$ cat config.mk
export PLATFORM = sky130hd
export DESIGN_NAME = freq_meter
export DESIGN_NICKNAME = d
export VERILOG_FILES = /design/src/rtl/freq_meter_pkg.sv /design/src/rtl/fm_rst_sync.sv /design/src/rtl/fm_edge_sync.sv /design/src/rtl/fm_trigger.sv /design/src/rtl/fm_window_ctrl.sv /design/src/rtl/fm_sat_counter.sv /design/src/rtl/freq_meter.sv
export SDC_FILE = /design/constraint.sdc
export NUM_CORES = 1
export LEC_CHECK = 0
export CAP_MARGIN = 40
export CORE_ASPECT_RATIO = 1.75
export CORE_MARGIN = 5
export CORE_UTILIZATION = 28
export DETAILED_ROUTE_END_ITERATION = 8
export GPL_TIMING_DRIVEN = 0
export PLACE_DENSITY = 0.49
export RECOVER_POWER = 50
export REMOVE_ABC_BUFFERS = 1
export SYNTH_ARGS = -nofsm -noshare
export SYNTH_HDL_FRONTEND = slang
export SYNTH_SLANG_ARGS = --single-unit
$ cat constraint.sdc
create_clock -name clk_main -period 1 [get_ports clk_main]
set_input_delay 0.1 -clock clk_main [delete_from_list [all_inputs] [get_ports clk_main]]
set_output_delay 0.1 -clock clk_main [all_outputs]
set_load 0.02 [all_outputs]
$ cat src/rtl/freq_meter_pkg.sv
package freq_meter_pkg;
  typedef enum logic [1:0] {
    ST_IDLE  = 2'd0,
    ST_ARM   = 2'd1,
    ST_COUNT = 2'd2,
    ST_DONE  = 2'd3
  } fm_state_e;
endpackage

$ cat src/rtl/fm_rst_sync.sv
module fm_rst_sync #(
  parameter int STAGES = 2
) (
  input  logic clk,
  input  logic arst_n,
  output logic rst_n_o
);
  logic [STAGES-1:0] shift_q;

  always_ff @(posedge clk or negedge arst_n) begin
    if (!arst_n) shift_q <= '0;
    else         shift_q <= {shift_q[STAGES-2:0], 1'b1};
  end

  assign rst_n_o = shift_q[STAGES-1];
endmodule

$ cat src/rtl/fm_edge_sync.sv
module fm_edge_sync #(
  parameter int STAGES = 2
) (
  input  logic clk,
  input  logic rst_n,
  input  logic async_i,
  output logic rise_o,
  output logic fall_o
);
  logic [STAGES-1:0] chain_q;
  logic              level_q;

  for (genvar i = 0; i < STAGES; i++) begin : g_stage
    if (i == 0) begin : g_first
      always_ff @(posedge clk or negedge rst_n) begin
        if (!rst_n) chain_q[0] <= 1'b0;
        else        chain_q[0] <= async_i;
      end
    end else begin : g_next
      always_ff @(posedge clk or negedge rst_n) begin
        if (!rst_n) chain_q[i] <= 1'b0;
        else        chain_q[i] <= chain_q[i-1];
      end
    end
  end

  always_ff @(posedge clk or negedge rst_n) begin
    if (!rst_n) level_q <= 1'b0;
    else        level_q <= chain_q[STAGES-1];
  end

  assign rise_o = chain_q[STAGES-1] & ~level_q;
  assign fall_o = ~chain_q[STAGES-1] & level_q;
endmodule

$ cat src/rtl/fm_trigger.sv
module fm_trigger (
  input  logic clk,
  input  logic rst_n,
  input  logic src_sel,
  input  logic rc_stable,
  input  logic xtal_stable,
  output logic trig_o
);
  logic sel_q, rc_q, xt_q;
  logic rc_rise, xt_rise, sel_flip;

  always_ff @(posedge clk or negedge rst_n) begin
    if (!rst_n) begin
      sel_q <= 1'b0;
      rc_q  <= 1'b0;
      xt_q  <= 1'b0;
    end else begin
      sel_q <= src_sel;
      rc_q  <= rc_stable;
      xt_q  <= xtal_stable;
    end
  end

  always_comb begin
    rc_rise  = rc_stable & ~rc_q & ~src_sel;
    xt_rise  = xtal_stable & ~xt_q & src_sel;
    sel_flip = src_sel ^ sel_q;
    trig_o   = rc_rise | xt_rise | sel_flip;
  end
endmodule

$ cat src/rtl/fm_window_ctrl.sv
module fm_window_ctrl
  import freq_meter_pkg::*;
#(
  parameter int WIN_EDGES = 16
) (
  input  logic clk,
  input  logic rst_n,
  input  logic trig_i,
  input  logic rise_i,
  input  logic fall_i,
  output logic cnt_clr_o,
  output logic cnt_en_o,
  output logic ready_o
);
  localparam int EW = $clog2(WIN_EDGES + 1);
  localparam logic [EW-1:0] LAST = EW'(WIN_EDGES - 1);

  fm_state_e       state_q, state_d;
  logic [EW-1:0]   edges_q, edges_d;
  logic            ready_q, ready_d;

  always_comb begin
    state_d = state_q;
    edges_d = edges_q;
    ready_d = ready_q;
    if (trig_i) begin
      state_d = ST_ARM;
      edges_d = '0;
      ready_d = 1'b0;
    end else begin
      case (state_q)
        ST_IDLE: ;
        ST_ARM: begin
          if (rise_i) state_d = ST_COUNT;
        end
        ST_COUNT: begin
          if (fall_i) begin
            if (edges_q == LAST) begin
              state_d = ST_DONE;
              ready_d = 1'b1;
            end else begin
              edges_d = edges_q + EW'(1);
            end
          end
        end
        ST_DONE: ;
        default: state_d = ST_IDLE;
      endcase
    end
  end

  always_ff @(posedge clk or negedge rst_n) begin
    if (!rst_n) begin
      state_q <= ST_IDLE;
      edges_q <= '0;
      ready_q <= 1'b0;
    end else begin
      state_q <= state_d;
      edges_q <= edges_d;
      ready_q <= ready_d;
    end
  end

  assign cnt_clr_o = trig_i;
  assign cnt_en_o  = (state_q == ST_COUNT);
  assign ready_o   = ready_q;
endmodule

$ cat src/rtl/fm_sat_counter.sv
module fm_sat_counter #(
  parameter int W = 16
) (
  input  logic         clk,
  input  logic         rst_n,
  input  logic         clr_i,
  input  logic         en_i,
  output logic [W-1:0] value_o
);
  localparam logic [W-1:0] MAXV = '1;

  logic [W-1:0] value_q, value_d;
  logic         load;

  always_comb begin
    load    = clr_i | (en_i & (value_q != MAXV));
    value_d = clr_i ? '0 : value_q + W'(1);
  end

  always_ff @(posedge clk or negedge rst_n) begin
    if (!rst_n)    value_q <= '0;
    else if (load) value_q <= value_d;
  end

  assign value_o = value_q;
endmodule

$ cat src/rtl/freq_meter.sv
module freq_meter #(
  parameter int CNT_W       = 16,
  parameter int WIN_EDGES   = 16,
  parameter int SYNC_STAGES = 2
) (
  input  logic             clk_main,
  input  logic             rst_n,
  input  logic             clk_slow,
  input  logic             src_sel,
  input  logic             rc_stable,
  input  logic             xtal_stable,
  output logic [CNT_W-1:0] count_o,
  output logic             ready_o
);
  logic rst_int_n;
  logic slow_rise, slow_fall;
  logic trig;
  logic cnt_clr, cnt_en;

  fm_rst_sync #(.STAGES(SYNC_STAGES)) u_rst (
    .clk     (clk_main),
    .arst_n  (rst_n),
    .rst_n_o (rst_int_n)
  );

  fm_edge_sync #(.STAGES(SYNC_STAGES)) u_slow (
    .clk     (clk_main),
    .rst_n   (rst_int_n),
    .async_i (clk_slow),
    .rise_o  (slow_rise),
    .fall_o  (slow_fall)
  );

  fm_trigger u_trig (
    .clk         (clk_main),
    .rst_n       (rst_int_n),
    .src_sel     (src_sel),
    .rc_stable   (rc_stable),
    .xtal_stable (xtal_stable),
    .trig_o      (trig)
  );

  fm_window_ctrl #(.WIN_EDGES(WIN_EDGES)) u_ctrl (
    .clk       (clk_main),
    .rst_n     (rst_int_n),
    .trig_i    (trig),
    .rise_i    (slow_rise),
    .fall_i    (slow_fall),
    .cnt_clr_o (cnt_clr),
    .cnt_en_o  (cnt_en),
    .ready_o   (ready_o)
  );

  fm_sat_counter #(.W(CNT_W)) u_cnt (
    .clk     (clk_main),
    .rst_n   (rst_int_n),
    .clr_i   (cnt_clr),
    .en_i    (cnt_en),
    .value_o (count_o)
  );
endmodule

Word-level counts from Yosys, hierarchy flattened --
Cells that the tools add are included.
Operators by class: $add $sub $neg 2, multiply operators 0, divide/modulo/power cells 0, $lt $le $gt $ge 0, equality and inequality tests 8, shifts and indexed selects 0, mux-type cells 14, bitwise operators 16, reduce and logical (&&, ||, !) cells 7
Operators with widths (count):
- 5-bit 2-to-1 mux | 4
- 16-bit by 1-bit adder with 16-bit output, second input constant | 1
- 16-bit 2-to-1 mux | 1
- 16-bit inequality test, second input constant | 1
- 3-bit by 2-bit inequality test with 1-bit output, second input constant | 3
- 2-bit 2-to-1 mux | 4
- 1-bit bitwise AND | 7
- 3-bit AND reduction | 2
- 2-bit nonzero test | 3
- 5-bit by 1-bit adder with 5-bit output, second input constant | 1
- 5-bit by 4-bit == test with 1-bit output, second input constant | 1
- 1-bit NOT | 5
- 1-bit 2-to-1 mux | 4
- 2-bit case mux with 2 select lines | 1
- 4-bit AND reduction | 1
- 1-bit bitwise OR | 3
- 3-bit nonzero test | 1
- 2-bit by 1-bit == test with 1-bit output, second input constant | 1
- 2-bit == test, second input constant | 1
- 2-bit by 1-bit inequality test with 1-bit output, second input constant | 1
- 1-bit bitwise XOR | 1
Storage, ports and cells: flip-flop bits (word level) 32, bits in latches 0, bits in writable memories 0, bits in read-only memories 0, input port bits 6, output and inout port bits 17, word-level logic and storage cells 58, memories kept 0

Depth between registers and ports, before layout --
Gate-level depths: netlist of the first run.
depth in word-level cells 7, gate-level depth with buffers 8, depth with buffers taken out 7

By module --
From an unflattened synthesis of the first run, not the netlist that was laid out.
Unflattened totals: cells, all modules 155, area total of the unflattened synthesis 1602.8 um^2
Modules (own cells, without submodules):
- fm_sat_counter | times used 1, cells an instance 100, area an instance 930.9 um^2, sequential area each 400.4 um^2
- fm_window_ctrl | times used 1, cells an instance 39, area an instance 424.2 um^2, sequential area each 200.2 um^2
- fm_trigger | times used 1, cells an instance 8, area an instance 103.8 um^2, sequential area each 75.1 um^2
- fm_edge_sync | times used 1, cells an instance 5, area an instance 90.1 um^2, sequential area each 75.1 um^2
- fm_rst_sync | times used 1, cells an instance 3, area an instance 53.8 um^2, sequential area each 50.0 um^2

Worst setup path after synthesis of the first run --
No wires, ideal clock.
kind register -> register, start point register u_ctrl.edges_q[0], end point register u_ctrl.edges_q[3], library setup time 0.132 ns, arrival time 1.735 ns, required time 0.868 ns, slack -0.867 ns, cell stages (with the launch flop) 9, buffers on the path 1, period minus slack after synthesis 1.867 ns, cell sequence dfrtp_1 ha_1 and3_1 ha_1 nor4bb_1 clkbuf_1 nand4_1 xor2_1 nor2_1
On the way: word-level cells in the longest chain between the ends 5, elaborated cells between the ends (all ways) 8, those cells by class add/sub: 1; eq/ne: 2; mux: 4; reduce/logical: 1
Ends and longest elaborated chain:
- from (decl) | line fm_window_ctrl.sv:19 | logic [EW-1:0] edges_q, edges_d;
- from (signal assigned) | line fm_window_ctrl.sv:59 | edges_q <= edges_d;
- 5-bit by 1-bit adder with 5-bit output | line fm_window_ctrl.sv:42 | edges_d = edges_q + EW'(1);
- 5-bit 2-to-1 mux | line fm_window_ctrl.sv:38 | if (edges_q == LAST) begin
- 5-bit 2-to-1 mux | line fm_window_ctrl.sv:37 | if (fall_i) begin
- 5-bit 2-to-1 mux | line fm_window_ctrl.sv:31 | case (state_q)
- 5-bit 2-to-1 mux | line fm_window_ctrl.sv:26 | if (trig_i) begin
Several ways; a longest one is shown, not always the timed one. The select of a mux whose other input is x is not followed. A chain may end at the register's enable or synchronous reset.

Worst setup path after layout of the first run --
start point register u_ctrl.edges_q[1], end point register u_ctrl.edges_q[3]
The elaborated chain is that of the path after synthesis.

==> results of run 1 <==
path summary, 6_finish.rpt:
| check | endpoint | slack [ns] | start |
|---|---|---|---|
| min reg2reg | u_cnt.value_o[4] | 0.25 | u_rst.shift_q[1] |
| max | u_ctrl.edges_q[3] | -0.79 | u_ctrl.edges_q[1] |
| min in group clk_main | u_slow.chain_q[1] | 0.35 | u_slow.chain_q[0] |
| max in group asynchronous | u_cnt.value_o[11] | 0.08 | u_rst.shift_q[1] |
| max reg2reg | u_ctrl.edges_q[3] | -0.79 | u_ctrl.edges_q[1] |
| min | u_cnt.value_o[4] | 0.25 | u_rst.shift_q[1] |
cells in the mapped netlist, types with 3 or more instances:
master	instances	area (um2)
inv_1	6	22.52
or3_1	6	37.54
nand2b_1	3	18.77
nand2_1	12	45.04
or4_1	3	22.52
mux2i_1	3	30.03
nand3_1	5	25.02
o21ai_0	9	45.04
nor2_1	10	37.54
dfrtp_1	32	800.8
xor2_1	3	26.28
o31ai_1	3	22.52
ha_1	5	62.56
a21oi_1	16	80.08
nand4_1	5	31.28
critical path, delay by kind of cell (launching register included):
family	cells	cell delay [ns]
simple gates	4	0.65
fa+ha+maj	2	0.35
flops	1	0.40
xor+xnor	1	0.15
buf+inv	1	0.17
timing repair:
action,in CTS,in global routing
setup buffers,25,6
endpoints found under the hold margin,2,0
gates resized for setup,137,10
setup endpoints to repair,41,39
hold buffers,1,0
pin swaps,20,3
cells by family (layout without fill, tap and decap cells):
| group | Yosys count | after routing |
|---|---|---|
| AO/OA/AOI/OAI | 38 | 38 |
| buffers and inverters | 10 | 68 |
| adder cells (fa/ha/maj) | 5 | 5 |
| XOR/XNOR | 4 | 4 |
| AND/OR/NAND/NOR | 59 | 59 |
| flip-flops | 32 | 32 |
| other | 1 | 1 |
| multiplexers | 3 | 3 |
registers in the layout (all words and copies together), names as in the netlist:
name	flops
u_cnt.value_o	16
u_ctrl.edges_q	5
u_ctrl.state_q	2
u_rst.shift_q	2
u_slow.chain_q	2
u_ctrl.ready_o	1
u_slow.level_q	1
u_trig.rc_q	1
u_trig.sel_q	1
u_trig.xt_q	1
area by class of cell:
type	count	area share, %
timing repair buffer	54	20.65
clock inverter	2	1.424
clock buffer	6	2.950
inverter	6	0.9156
tap	76	3.866
multi-input combinational	110	37.18
sequential	32	33.01
routing by layer:
metal / global-route usage [%] / wire length, um / share of wire (%) / up-vias
met5: 0 / 0 / 0 / -
met1: 12.95 / 1511 / 36 / 716
li1: - / - / - / 669
met3: 2.761 / 144 / 3.4 / 4
met4: 3.052 / 27 / 0.64 / 0
met2: 24.36 / 2505 / 60 / 29
where the power goes:
| part | internal [W] | switching, W | total, W |
|---|---|---|---|
| combinational | 0.000117 | 0.000141 | 0.000258 |
| clock | 0.000739 | 0.000466 | 0.00121 |
| sequential | 0.00133 | 0.0000341 | 0.00136 |
stage by stage:
step                      setup slack [ns]  cell area, um2  utilization [%]  power [W]  TNS, ns
after floorplan                     -1.197            1565                -   0.001494   -16.84
after global placement              -1.379            1881            33.94   0.001552   -39.46
after detailed placement            -1.070            1933            34.89   0.001593   -22.09
after CTS                          -0.7978            2425            43.77   0.002874   -15.42
after global routing               -0.9185            2460            44.40   0.002961   -18.91
final                              -0.7898            2460            44.40   0.002825   -15.17
==> impl_metrics.py, run 1 <==
metrics = {
    "critical_path": {
        "end_kind": "flip-flop",
        "cp-start-kind": "flip-flop",
        "cp.arrival_ns": 2.00,
        "slowest_stage": "dfrtp_1",
        "crit_chain": "ha_2 -> and3_4 -> ha_4 -> nor4bb_4 -> buf_6 -> nand4_1 -> xor2_1 -> nor2_1",
        "crit_type": "flip-flop to flip-flop",
        "slowest_delay_ns": 0.40,
        "worstPathRequired_ns": 1.21,
        "r2r_cells": 8,
        "worst-path-max-fanout": 6,
    },
    "die": {
        "io_pins": 23,
        "dieHeight_um": 109.5,
        "start_util_pct": 28.57,
        "rows": 36,
        "die_area_um2": 7316,
        "die_x_um": 66.84,
        "core-area_um2": 5540,
    },
    "final_layout": {
        "area_growth_pct": 55.42,
        "fillCellCount": 538,
        "fin_cells": 286,
        "seq_area_um2": 812.0,
        "final_common_cell": "buf_6",
        "nets": 220,
        "drive_above_1_share_pct": 43.81,
        "diodes": 0,
        "mostFrequentLayoutCells": "buf_6, dfrtp_1, buf_4",
        "multi_input_area_um2": 914.6,
    },
    "pwr": {
        "total_leakage_power_nw": 0.9970,
        "vdd_drop_max_v": 0.0009406,
        "power_density_nw_per_um2": 1149,
    },
    "yosys": {
        "synth.avg_cell_area_um2": 10.41,
        "yosysSeqAreaShare_pct": 50.59,
        "synthesis.instances": 152,
        "synth_top_family_by_area": "simple AND/OR/NAND/NOR gates",
        "ys_seq_elements": 32,
        "synth_edf_count": 0,
        "synth-async-reset-ratio_pct": 100.0,
        "synthSimpleGateAreaFrac_pct": 22.85,
        "synth_top_flop_cell": "dfrtp_1",
        "yosys_warnings": 0,
        "muxShareOfSynthArea_pct": 1.897,
        "synth-compound-area-share_pct": 15.73,
        "synth_fa_ha_area_share_pct": 3.953,
        "synthXorXnorAreaFrac_pct": 2.213,
        "netlist_area_um2": 1583,
        "netlist-cell-type-count": 39,
    },
    "clock_network": {
        "cts_tree": "yes",
        "htreeDepth": 2,
        "clockRootBuffer": "clkbuf_8",
        "clk_pin_slew_ns": 0.07,
        "clkLatencyLatePin_ns": 0.28,
        "cts-buffers-inserted": 5,
        "cts_buffer_depth": 2,
        "cts.sink_count": 32,
    },
    "sta": {
        "layout_setup_ws_ns": -0.7898,
        "tightest_slew_ns": 0.6665,
        "fin_crit_ns": 1.790,
        "drv_slew": 0,
        "fmax_mhz": 558.7,
        "setup_viol": 33,
        "fin_hold_ws_ns": 0.2475,
        "hold_viol_final": 0,
        "rsz0062_at_grt": "true",
        "relSlewSlack_pct": 55.57,
        "worst_clock_skew_ns": 0.005527,
        "fin_crit_sh_pct": 179.0,
    },
    "detailed_routing": {
        "drc": 0,
        "viasPerCell": 4.958,
        "drtAntennaViolNets": 0,
        "vias": 1418,
        "drt-total-wl_um": 4188,
        "drtIter0Drc": 24,
        "drt-pass1-iter-count": 4,
        "wl_per_cell_um": 14.64,
    },
    "global_routing": {
        "grt_pass1_wl_um": 7072,
        "antenna_found_initial": 0,
        "grt_overflow": 0,
        "grt_pass1_vias": 1489,
        "track_usage_pct": 12.45,
        "grt_max_degree": 18,
    },
    "placement": {
        "hpwlAfterDp_um": 2731,
        "dp_cells": 249,
        "portBuffers": 22,
        "place_congestion": 0.7454,
    },
    "job": {
        "maxCapViolCount": 0,
    },
    "outcome": {
        "violations": "negative setup slack",
        "status": "finished with violations",
    },
    "hold_path": {
        "hold_class": "flip-flop to asynchronous set/reset pin",
    },
}
Note: power is estimated with default switching activity, not from simulation.
==> run 2: changes to the inputs <==
Settings changed: CORE_UTILIZATION 28 to 48, CTS_CLUSTER_DIAMETER set to 50, PLACE_DENSITY 0.49 to 0.76, SKIP_LAST_GASP set to 1.
==> run 2 against run 1 <==
The run still ends with negative setup slack left. Combinational power increased by 11%. Global-route usage increased by 11 points. Register-to-register slack lost 0.15 ns. Clock skew grew 0.0060 ns. Sequential power about the same. Worst setup slack lost 0.15 ns. Sequential share of layout area down 2.0 points. Final cell count shrank 4.2%. Hold slack worse by 0.085 ns. Total power shrank 8.5%. Via count increased by 13%. Utilization up 38 points. Critical endpoint unchanged.
==> impl_metrics.py, run 2 (synthesized netlist as in run 1, its figures left out) <==
metrics = {
    "detailed_routing": {
        "drtAntennaViolNets": 0,
        "vias": 1609,
        "drc": 0,
        "drt-total-wl_um": 5564,
        "drt-pass1-iter-count": 4,
        "wl_per_cell_um": 20.31,
        "viasPerCell": 5.872,
        "drtIter0Drc": 64,
    },
    "placement": {
        "dp_slack_ns": -1.278,
        "place_area_um2": 1882,
        "dp_cells": 215,
        "place_congestion": 0.7314,
        "portBuffers": 22,
        "hpwlAfterDp_um": 2472,
    },
    "critical_path": {
        "worst-path-max-fanout": 4,
        "crit_type": "flip-flop to flip-flop",
        "r2r-end": "u_ctrl.edges_q[3]",
        "r2r_cells": 8,
        "cp.arrival_ns": 2.10,
        "regToRegSetupSlack_ns": -0.94,
        "worstReg2RegStart": "u_ctrl.edges_q[1]",
        "end_kind": "flip-flop",
        "cp-start-kind": "flip-flop",
        "crit_path_end": "u_ctrl.edges_q[3]",
        "worstPathRequired_ns": 1.16,
        "critPathLaunch": "u_ctrl.edges_q[1]",
    },
    "die": {
        "core-area_um2": 3176,
        "dieHeight_um": 85.96,
        "io_pins": 23,
        "die_x_um": 53.41,
        "start_util_pct": 49.84,
        "die_area_um2": 4591,
        "rows": 27,
    },
    "hold_path": {
        "hold_class": "flip-flop to asynchronous set/reset pin",
    },
    "sta": {
        "hold_viol_final": 0,
        "fin_crit_ns": 1.938,
        "tightest_slew_ns": 0.6885,
        "drv_slew": 0,
        "fin_crit_sh_pct": 193.8,
        "relSlewSlack_pct": 54.10,
        "layout_setup_ws_ns": -0.9376,
        "fmax_mhz": 516.1,
        "worst_clock_skew_ns": 0.01148,
        "setup_viol": 38,
        "setup_tns_ns": -17.76,
        "fin_hold_ws_ns": 0.1626,
        "rsz0062_at_grt": "true",
    },
    "global_routing": {
        "track_usage_pct": 23.43,
        "antenna_found_initial": 0,
        "grt_overflow": 0,
        "grt_pass1_wl_um": 7831,
        "grt_max_degree": 22,
        "grt_pass1_vias": 1647,
    },
    "job": {
        "maxCapViolCount": 0,
    },
    "final_layout": {
        "area_growth_pct": 66.09,
        "fin_cells": 274,
        "diodes": 0,
        "final_common_cell": "buf_4",
        "drive_above_1_share_pct": 50.65,
        "largest_reg_flops": 16,
        "mostFrequentLayoutCells": "buf_4, buf_6, dfrtp_1",
        "nets": 242,
        "fillCellCount": 187,
        "design_area_um2": 2629,
    },
    "outcome": {
        "status": "finished with violations",
        "violations": "negative setup slack",
    },
    "clock_network": {
        "clockRootBuffer": "clkbuf_8",
        "cts.sink_count": 32,
        "cts_buffer_depth": 2,
        "htreeDepth": 2,
        "clk_pin_slew_ns": 0.07,
        "cts_tree": "yes",
        "clkLatencyLatePin_ns": 0.29,
        "cts-buffers-inserted": 5,
    },
    "pwr": {
        "vdd_drop_max_v": 0.001165,
        "total_leakage_power_nw": 1.107,
        "power_density_nw_per_um2": 983.0,
    },
}
-- run 2: changes by cell type in the layout (fill, tap and decap cells not counted), sizes merged --
| cell | previous run | this run |
|---|---|---|
| dlygate4sd2 | 2 | 0 |
| bufinv | 1 | 0 |
| clkbuf | 6 | 7 |
| buf | 46 | 69 |
-- run 2: repair_timing --
| action | CTS | global route |
|---|---|---|
| hold buffers | 1 | 0 |
| pin swaps | 26 | 6 |
| buffers inserted | 38 | 15 |
| resized for setup | 152 | 15 |
| hold endpoints to repair | 2 | 0 |
| setup endpoints to repair | 41 | 40 |
-- run 2: how the worst min path moves through the flow --
| stage | depth (start not counted) | end | slack (ns) |
|---|---|---|---|
| after floorplan | 0 | u_rst.shift_q[0] | -0.20 |
| after global placement | 1 | u_rst.shift_q[0] | 0.27 |
| after detailed placement | 0 | u_cnt.value_o[3] | 0.22 |
| after CTS | 0 | u_cnt.value_o[6] | 0.22 |
| after global routing | 0 | u_cnt.value_o[14] | 0.20 |
| final | 0 | u_cnt.value_o[14] | 0.16 |
-- run 2: per-layer routing --
layer | vias to the layer above | GRT usage (%) | wire length, um
met1 | 809 | 24.36 | 2014
met3 | 26 | 5.217 | 180
met5 | - | 0 | 0
met4 | 0 | 10.93 | 269
met2 | 57 | 42.23 | 3099
li1 | 717 | - | -
-- run 2: report_power, final --
| group | switching [W] | internal, W | total [W] |
|---|---|---|---|
| Sequential | 0.0000356 | 0.00133 | 0.00136 |
| Combinational | 0.000160 | 0.000125 | 0.000286 |
| Clock | 0.000462 | 0.000472 | 0.000934 |
-- run 2: worst max-delay path, cell delays in order, from the launching register on --
cell	delay (ns)
dfrtp_1	0.39
ha_2	0.19
and3_4	0.18
ha_4	0.16
nor4bb_4	0.33
buf_4	0.20
nand4_1	0.10
xor2_1	0.18
nor2_1	0.05
-- run 2: through the flow --
step | utilization (%) | power, W
2_1_floorplan | - | 0.001494
3_3_place_gp | 57.92 | 0.001547
3_5_place_dp | 59.26 | 0.001583
4_1_cts | 78.01 | 0.002557
5_1_grt | 82.78 | 0.002692
6_report | 82.78 | 0.002584
-- run 2: final cells by class --
cell class                 count  area (um2)  share of cell area, %
clock buffer                   6       72.57                  2.761
clock inverter                 1       5.005                 0.1904
inverter                       6       22.52                 0.8567
multi-input combinational    110       934.6                  35.55
sequential                    32       814.5                  30.99
tap                           43       53.80                  2.047
timing repair buffer          76       725.7                  27.61
==> run 3: changes to the inputs <==
Settings changed: CAP_MARGIN 40 to 20.
==> run 3 against run 2 <==
The flow still finishes with violations (negative setup slack). Sequential share of layout area rose by 0.14 points. First-iteration DRC count down 11%. Non-clock buffer count is 4 lower.
==> impl_metrics.py, run 3 (synthesized netlist as in run 1, its figures left out) <==
metrics = {
    "outcome": {
        "status": "finished with violations",
        "violations": "negative setup slack",
    },
    "job": {
        "maxCapViolCount": 0,
    },
    "sta": {
        "fin_crit_sh_pct": 182.7,
        "fin_hold_ws_ns": 0.1750,
        "rsz0062_at_grt": "true",
        "fin_crit_ns": 1.827,
        "relSlewSlack_pct": 55.87,
        "tightest_slew_ns": 0.6619,
        "fmax_mhz": 547.3,
        "setup_viol": 40,
        "layout_setup_ws_ns": -0.8273,
        "drv_slew": 0,
        "worst_clock_skew_ns": 0.009825,
        "hold_viol_final": 0,
    },
    "critical_path": {
        "cp.arrival_ns": 1.99,
        "cp-start-kind": "flip-flop",
        "crit_type": "flip-flop to flip-flop",
        "worstPathRequired_ns": 1.16,
        "worst-path-max-fanout": 5,
        "end_kind": "flip-flop",
    },
    "final_layout": {
        "seq_area_um2": 813.3,
        "fillCellCount": 185,
        "final_common_cell": "buf_4",
        "nets": 238,
        "mostFrequentLayoutCells": "buf_4, buf_6, dfrtp_1",
        "diodes": 0,
        "drive_above_1_share_pct": 50.00,
        "area_growth_pct": 65.06,
        "multi_input_area_um2": 950.9,
        "largest_reg_flops": 16,
        "fin_cells": 271,
    },
    "pwr": {
        "total_leakage_power_nw": 1.100,
        "vdd_drop_max_v": 0.001243,
        "power_density_nw_per_um2": 1173,
    },
    "global_routing": {
        "globalRouteMet1Util_pct": 22.33,
        "grt.met3_usage_pct": 5.043,
        "grt_pass1_vias": 1656,
        "grt_max_degree": 22,
        "track_usage_pct": 22.17,
        "grt_pass1_wl_um": 7514,
        "grt_overflow": 0,
        "grt.busiest_layer": "met2",
        "antenna_found_initial": 0,
        "grt_util_met2_pct": 39.44,
    },
    "detailed_routing": {
        "drt-pass1-iter-count": 4,
        "wl_per_cell_um": 20.34,
        "drtAntennaViolNets": 0,
        "drc": 0,
        "drtIter0Drc": 57,
        "viasPerCell": 5.934,
        "vias": 1608,
        "drt-total-wl_um": 5511,
    },
    "clock_network": {
        "htreeDepth": 2,
        "clockRootBuffer": "clkbuf_8",
        "clkLatencyLatePin_ns": 0.29,
        "cts-buffers-inserted": 5,
        "clk_pin_slew_ns": 0.07,
        "cts_buffer_depth": 2,
        "cts_tree": "yes",
        "cts.sink_count": 32,
    },
    "placement": {
        "dp_slack_ns": -1.461,
        "place_congestion": 0.7314,
        "dp_cells": 214,
        "portBuffers": 22,
        "hpwlAfterDp_um": 2441,
    },
    "die": {
        "rows": 27,
        "dieHeight_um": 85.96,
        "die_x_um": 53.41,
        "io_pins": 23,
        "core-area_um2": 3176,
        "start_util_pct": 49.84,
        "die_area_um2": 4591,
    },
    "hold_path": {
        "hold_class": "flip-flop to asynchronous set/reset pin",
    },
}
-- run 3: cell count changes in the layout (fill, tap and decap cells not counted), sizes merged --
cell    before  now
clkbuf       7    8
buf         69   65
bufinv       0    1
clkinv       1    0
-- run 3: power breakdown --
part | leakage [nW] | internal (W) | switching, W
Sequential | 0.407 | 0.00133 | 0.0000360
Clock | 0.0645 | 0.000879 | 0.000485
Combinational | 0.628 | 0.000157 | 0.000181
Total | 1.10 | 0.00236 | 0.000702
-- run 3: critical path: stages (launching register included) --
cell and delay, ns:
dfrtp_1 0.40, ha_2 0.19, and3_4 0.18, ha_4 0.17
nor4bb_4 0.26, buf_4 0.18, nand4_1 0.10, xor2_1 0.16
nor2_1 0.05
-- run 3: timing repair --
| action | CTS | global route |
|---|---|---|
| endpoints found under the setup margin | 41 | 40 |
| hold buffers | 1 | 0 |
| hold endpoints to repair | 2 | 0 |
| gates resized for setup | 145 | 15 |
| setup buffers | 31 | 19 |
| pin swaps | 21 | 9 |
-- run 3: area by class of cell --
| cell class | instances | area share (%) |
|---|---|---|
| timing repair buffer | 72 | 24.71 |
| clock buffer | 7 | 3.688 |
| sequential | 32 | 31.13 |
| tap | 43 | 2.059 |
| inverter | 6 | 0.8621 |
| clock inverter | 1 | 1.149 |
| multi-input combinational | 110 | 36.40 |
-- run 3: per-layer routing --
metal / part of all wire (%) / wire, um / vias to the layer above
li1: - / - / 709
met1: 36 / 1976 / 808
met2: 55 / 3047 / 65
met3: 5.1 / 282 / 26
met4: 3.7 / 204 / 0
met5: 0 / 0 / -
-- run 3: stage by stage --
stage | TNS, ns | total power [W] | instance area [um2] | util [%]
global placement | -36.99 | 0.001547 | 1839 | 57.92
floorplan | -16.84 | 0.001494 | 1565 | -
CTS | -14.74 | 0.002998 | 2450 | 77.15
finish | -16.77 | 0.003066 | 2613 | 82.27
detailed placement | -24.60 | 0.001581 | 1871 | 58.90
global route | -19.42 | 0.003178 | 2613 | 82.27
-- run 3: worst paths after layout --
path | start | end | slack, ns | cells past startpoint
max reg2reg | u_ctrl.edges_q[1] | u_ctrl.edges_q[3] | -0.83 | 8
min | u_rst.shift_q[1] | u_cnt.value_o[15] | 0.17 | 0
max | u_ctrl.edges_q[1] | u_ctrl.edges_q[3] | -0.83 | 8
min in group clk_main | u_slow.chain_q[0] | u_slow.chain_q[1] | 0.36 | 0
min reg2reg | u_rst.shift_q[1] | u_cnt.value_o[15] | 0.17 | 0
max in group asynchronous | u_rst.shift_q[1] | u_cnt.value_o[2] | 0.10 | 1
